## src/rtl/alu_pkg.sv

```systemverilog
package alu_pkg;
  localparam int INSTR_W = 8;

  typedef enum logic [2:0] {
    CLS_UNARY = 3'b000,
    CLS_MOVE  = 3'b001,
    CLS_IMM   = 3'b010,
    CLS_SUM   = 3'b011,
    CLS_LONG  = 3'b100
  } op_class_e;

  function automatic op_class_e classify(input logic [INSTR_W-1:0] ins);
    if (ins[7]) return CLS_LONG;
    case (ins[6:5])
      2'b00:   return CLS_UNARY;
      2'b01:   return CLS_MOVE;
      2'b10:   return CLS_IMM;
      default: return CLS_SUM;
    endcase
  endfunction
endpackage

```

## src/rtl/alu_opsel.sv

```systemverilog
module alu_opsel
  import alu_pkg::*;
#(
  parameter int DW = 8
) (
  input  logic [INSTR_W-1:0] instr,
  input  logic [DW-1:0]      opa,
  input  logic [DW-1:0]      opb,
  output logic [DW-1:0]      add_a,
  output logic [DW-1:0]      add_b,
  output logic               add_cin,
  output logic               flag_class
);
  localparam int IMM_W = 3;
  localparam int PAD_W = DW - IMM_W;

  op_class_e cls;
  logic [DW-1:0] inv_mask;
  logic [DW-1:0] imm_ext;

  assign cls      = classify(instr);
  assign inv_mask = {DW{instr[4]}};
  assign imm_ext  = {{PAD_W{1'b0}}, instr[IMM_W-1:0]};

  always_comb begin
    add_a   = opb;
    add_b   = '0;
    add_cin = 1'b0;
    unique case (cls)
      CLS_UNARY: begin
        add_a   = opb ^ inv_mask;
        add_cin = instr[3];
      end
      CLS_MOVE: add_a = opa;
      CLS_IMM:  add_a = imm_ext;
      CLS_SUM: begin
        add_a = opa;
        add_b = opb;
      end
      default: add_a = opb;
    endcase
  end

  assign flag_class = ~instr[7];
endmodule

```

## src/rtl/alu_adder.sv

```systemverilog
module alu_adder #(
  parameter int DW = 8
) (
  input  logic [DW-1:0] a,
  input  logic [DW-1:0] b,
  input  logic          cin,
  output logic [DW-1:0] sum
);
  assign sum = a + b + {{(DW-1){1'b0}}, cin};
endmodule

```

## src/rtl/alu_flagreg.sv

```systemverilog
module alu_flagreg #(
  parameter int DW = 8
) (
  input  logic          clk,
  input  logic          rst_n,
  input  logic          load,
  input  logic [DW-1:0] sum,
  output logic          neg,
  output logic          zero
);
  logic neg_d, zero_d;

  assign neg_d  = sum[DW-1];
  assign zero_d = ~|sum;

  always_ff @(posedge clk or negedge rst_n) begin
    if (!rst_n) begin
      neg  <= 1'b0;
      zero <= 1'b0;
    end else if (load) begin
      neg  <= neg_d;
      zero <= zero_d;
    end
  end
endmodule

```

## src/rtl/shared_adder_alu.sv

```systemverilog
module shared_adder_alu
  import alu_pkg::*;
#(
  parameter int DW = 8
) (
  input  logic               clk,
  input  logic               rst_n,
  input  logic               issue,
  input  logic [INSTR_W-1:0] instr,
  input  logic [DW-1:0]      opa,
  input  logic [DW-1:0]      opb,
  output logic [DW-1:0]      result,
  output logic               flag_neg,
  output logic               flag_zero
);
  logic [DW-1:0] add_a, add_b, sum;
  logic          add_cin, flag_class;

  alu_opsel #(.DW(DW)) u_opsel (
    .instr      (instr),
    .opa        (opa),
    .opb        (opb),
    .add_a      (add_a),
    .add_b      (add_b),
    .add_cin    (add_cin),
    .flag_class (flag_class)
  );

  alu_adder #(.DW(DW)) u_adder (
    .a   (add_a),
    .b   (add_b),
    .cin (add_cin),
    .sum (sum)
  );

  alu_flagreg #(.DW(DW)) u_flags (
    .clk   (clk),
    .rst_n (rst_n),
    .load  (issue & flag_class),
    .sum   (sum),
    .neg   (flag_neg),
    .zero  (flag_zero)
  );

  assign result = sum;
endmodule

```

## config.mk

```make
export PLATFORM = sky130hd
export DESIGN_NAME = shared_adder_alu
export DESIGN_NICKNAME = d
export VERILOG_FILES = /design/src/rtl/alu_pkg.sv /design/src/rtl/alu_opsel.sv /design/src/rtl/alu_adder.sv /design/src/rtl/alu_flagreg.sv /design/src/rtl/shared_adder_alu.sv
export SDC_FILE = /design/constraint.sdc
export NUM_CORES = 1
export LEC_CHECK = 0
export ABC_AREA = 1
export BUFFER_PORTS_ARGS = -buffer_cell sky130_fd_sc_hd__buf_2
export CELL_PAD_IN_SITES_DETAIL_PLACEMENT = 0
export CELL_PAD_IN_SITES_GLOBAL_PLACEMENT = 1
export CORE_MARGIN = 1.5
export CORE_UTILIZATION = 33
export CTS_BUF_LIST = sky130_fd_sc_hd__clkbuf_4 sky130_fd_sc_hd__clkbuf_8
export DETAILED_ROUTE_END_ITERATION = 7
export PLACE_DENSITY_LB_ADDON = 0.12
export SYNTH_ARGS = -nofsm -noshare
export SYNTH_HDL_FRONTEND = slang
export SYNTH_SLANG_ARGS = --single-unit
```

## constraint.sdc

```tcl
create_clock -name clk -period 6.4 [get_ports clk]
set_clock_uncertainty 0.15 [all_clocks]
set_input_delay 1.28 -clock clk [delete_from_list [all_inputs] [get_ports clk]]
set_output_delay 1.28 -clock clk [all_outputs]
set_load 0.05 [all_outputs]
```

==> flow_summary.toml <==
[outcome]
outcome = "completed"

[floorplan]
start_util = 0.343
fp.dieH_um = 53.3
die_x_um = 53.3
core_area_um2 = 2430
dieArea_um2 = 2840
rows = 18
ios = 37

[routing]
viasPerCell = 4.65
dr.pass1.iters = 4
vias = 1032
drtIter0Drc = 24
wl_um = 2030
ant_nets = 0
drc_errors = 0
wl_per_cell_um = 9.16

[timing]
slew_headroom = 0.822
setup_viol = 0
rsz0062_at_grt = "no"
worstMarginPinSlew_ns = 0.267
hold_violations = 0
fmax_mhz = 192
fin_crit_sh = 0.813
drv_slew = 0
fin_crit_ns = 5.21
fin_tns_setup_ns = 0

[clocking]
cts_buffers = 3
h-tree-depth = 1
clock_path_buffers = 2
clkLatencyLatePin_ns = 0.22
path_clk_slew_ns = 0.03
cts_setup_buffers = 0
cts_hold_buffers = 0
cts_tree = "yes"
clock-root-buffer = "clkbuf_4"
cts.sinks = 2
cts_resized = 0

[placed_design]
dp_hpwl_um = 1830
placed_area_um2 = 1040
place_congestion = 0.783
io_buffers = 36

[global_routing]
grt.overflow.total = 0
grt_max_degree = 13
antenna_found_initial = 0
first_global_vias = 899
grt_use_total = 0.149
grt_pass1_wl_um = 3320

[synthesis]
synth-xor-area-share = 0.0105
yosys_register_bits = 2
syn_area_per_cell_um2 = 5.38
yosys_warnings = 0
yosysTopAreaCell = "nand2_1"
yosys-top-cells-area = "nand2_1 (19%), inv_1 (16%), ha_1 (9.0%)"
synthMuxAreaShare = 0
synth_fa_ha_area_frac = 0.138
syn_area_um2 = 835
synthSimpleGateAreaFrac = 0.435
netlist_instances = 155
synth_nets = 190
yosys.area.top_type_share = 0.193
synth-compound-area-share = 0.171
yosysSeqAreaShare = 0.0600
ys_types = 26
synth_top_family_by_area = "simple AND/OR/NAND/NOR gates"

[worst_setup_path]
critPathMaxFanout = 12
cp-start-kind = "primary input"
critPathKind = "primary input to output port"
reg2regPathDepth = 2
regToRegSetupSlack_ns = 5.65
endpoint = "result[6]"
critPathCaptureType = "output port"
cp-startpoint = "instr[7]"
arrival_ns = 3.78
rr_startpoint = "u_flags.neg"
crit_required_ns = 4.97
r2r_end = "u_flags.neg"

[finish]
diodes = 0
fin_nets = 229
drive_gt1_frac = 0.255
most-common-layout-cells = "nand2_1 (43), inv_1 (36), buf_2 (36), nor2_1 (16), o21ai_0 (10)"
layout_commonest_cell = "nand2_1"
design_area_um2 = 1060
area_delta_synth_final_pct = 26.8
n_fill_cell = 283

[pwr]
powerDensity_nw_per_um2 = 125
vdd_drop_max_uv = 80.3
p_leak_uw = 0.000681

[flow_run]
maxCapViolations = 0

[min_path]
min_path_type = "register to register"
## worst max-delay path: stages
cell     delay [ns]
buf_2          0.13
inv_2          0.17
nand2_1        0.09
nor2_2         0.13
inv_1          0.08
o21ai_2        0.14
inv_1          0.12
o21ai_0        0.23
fa_1           0.26
inv_1          0.06
fa_1           0.39
inv_1          0.09
nand4_1        0.12
nand4_1        0.11
nand2_1        0.08
inv_1          0.05
buf_2          0.25
## report_power, final
part           total [uW]  internal [uW]  switching, uW  leakage, uW
clock network        26.7           20.6           6.08    0.0000138
registers            14.4           13.9          0.472    0.0000264
logic                91.1           27.3           63.8     0.000641
total                 132           61.9           70.3     0.000681
## worst min path at each step
stage	from	end	slack, ns	cells after the start
after floorplan	u_flags.zero	u_flags.zero	0.61	2
after global placement	u_flags.neg	u_flags.neg	0.31	2
after detailed placement	u_flags.zero	u_flags.zero	0.31	2
after CTS	u_flags.neg	u_flags.neg	0.33	2
after global routing	u_flags.neg	u_flags.neg	0.37	2
final	u_flags.zero	u_flags.zero	0.32	2
## routing by layer
metal  GRT usage  vias up  share of wire
met1       0.179      457           0.47
met5           0        -              0
met4      0.0128        0              0
met3           0        0          0.031
li1            -      559              -
met2       0.300       16           0.50
## registers in the layout (all words and copies together) (netlist names)
signal        count
u_flags.neg       1
u_flags.zero      1
## area by class of cell
class	instances	area, um^2	share of cell area
clock buffer	3	22.5	0.0213
inverter	37	139	0.131
multi-input combinational	114	629	0.595
sequential	2	50.0	0.0473
tap	30	37.5	0.0355
timing repair buffer	36	180	0.170
## Yosys cell counts
library cell,count
nand2_1,43
inv_1,36
nor2_1,16
o21ai_0,10
nand3_1,9
ha_1,6
a21oi_1,5
nand4_1,4
a22oi_1,3
o21ai_1,3
dfrtp_1,2
fa_1,2
nand2_2,2
o21ai_2,2
a22oi_2,1
buf_2,1
buf_6,1
inv_2,1
nand3_2,1
nand3b_1,1
nand4_2,1
nor2_2,1
nor3_2,1
or2_0,1
or2_1,1
xnor2_1,1
## stage by stage
step	cells	util	setup slack [ns]	hold WS, ns	power [uW]
after CTS	222	0.435	1.17	0.326	134
after detailed placement	219	0.426	1.18	0.315	106
after global routing	222	0.435	0.944	0.366	146
after global placement	219	0.426	1.25	0.311	106
final	222	0.435	1.19	0.323	132
after floorplan	155	-	1.42	0.605	83.0
## logic make-up after synthesis
family / Yosys count
adder cells (fa/ha/maj): 8
AO/OA/AOI/OAI: 24
flip-flops: 2
AND/OR/NAND/NOR: 81
buffers and inverters: 39
XOR/XNOR: 1
(Power assumes the default switching activity.)
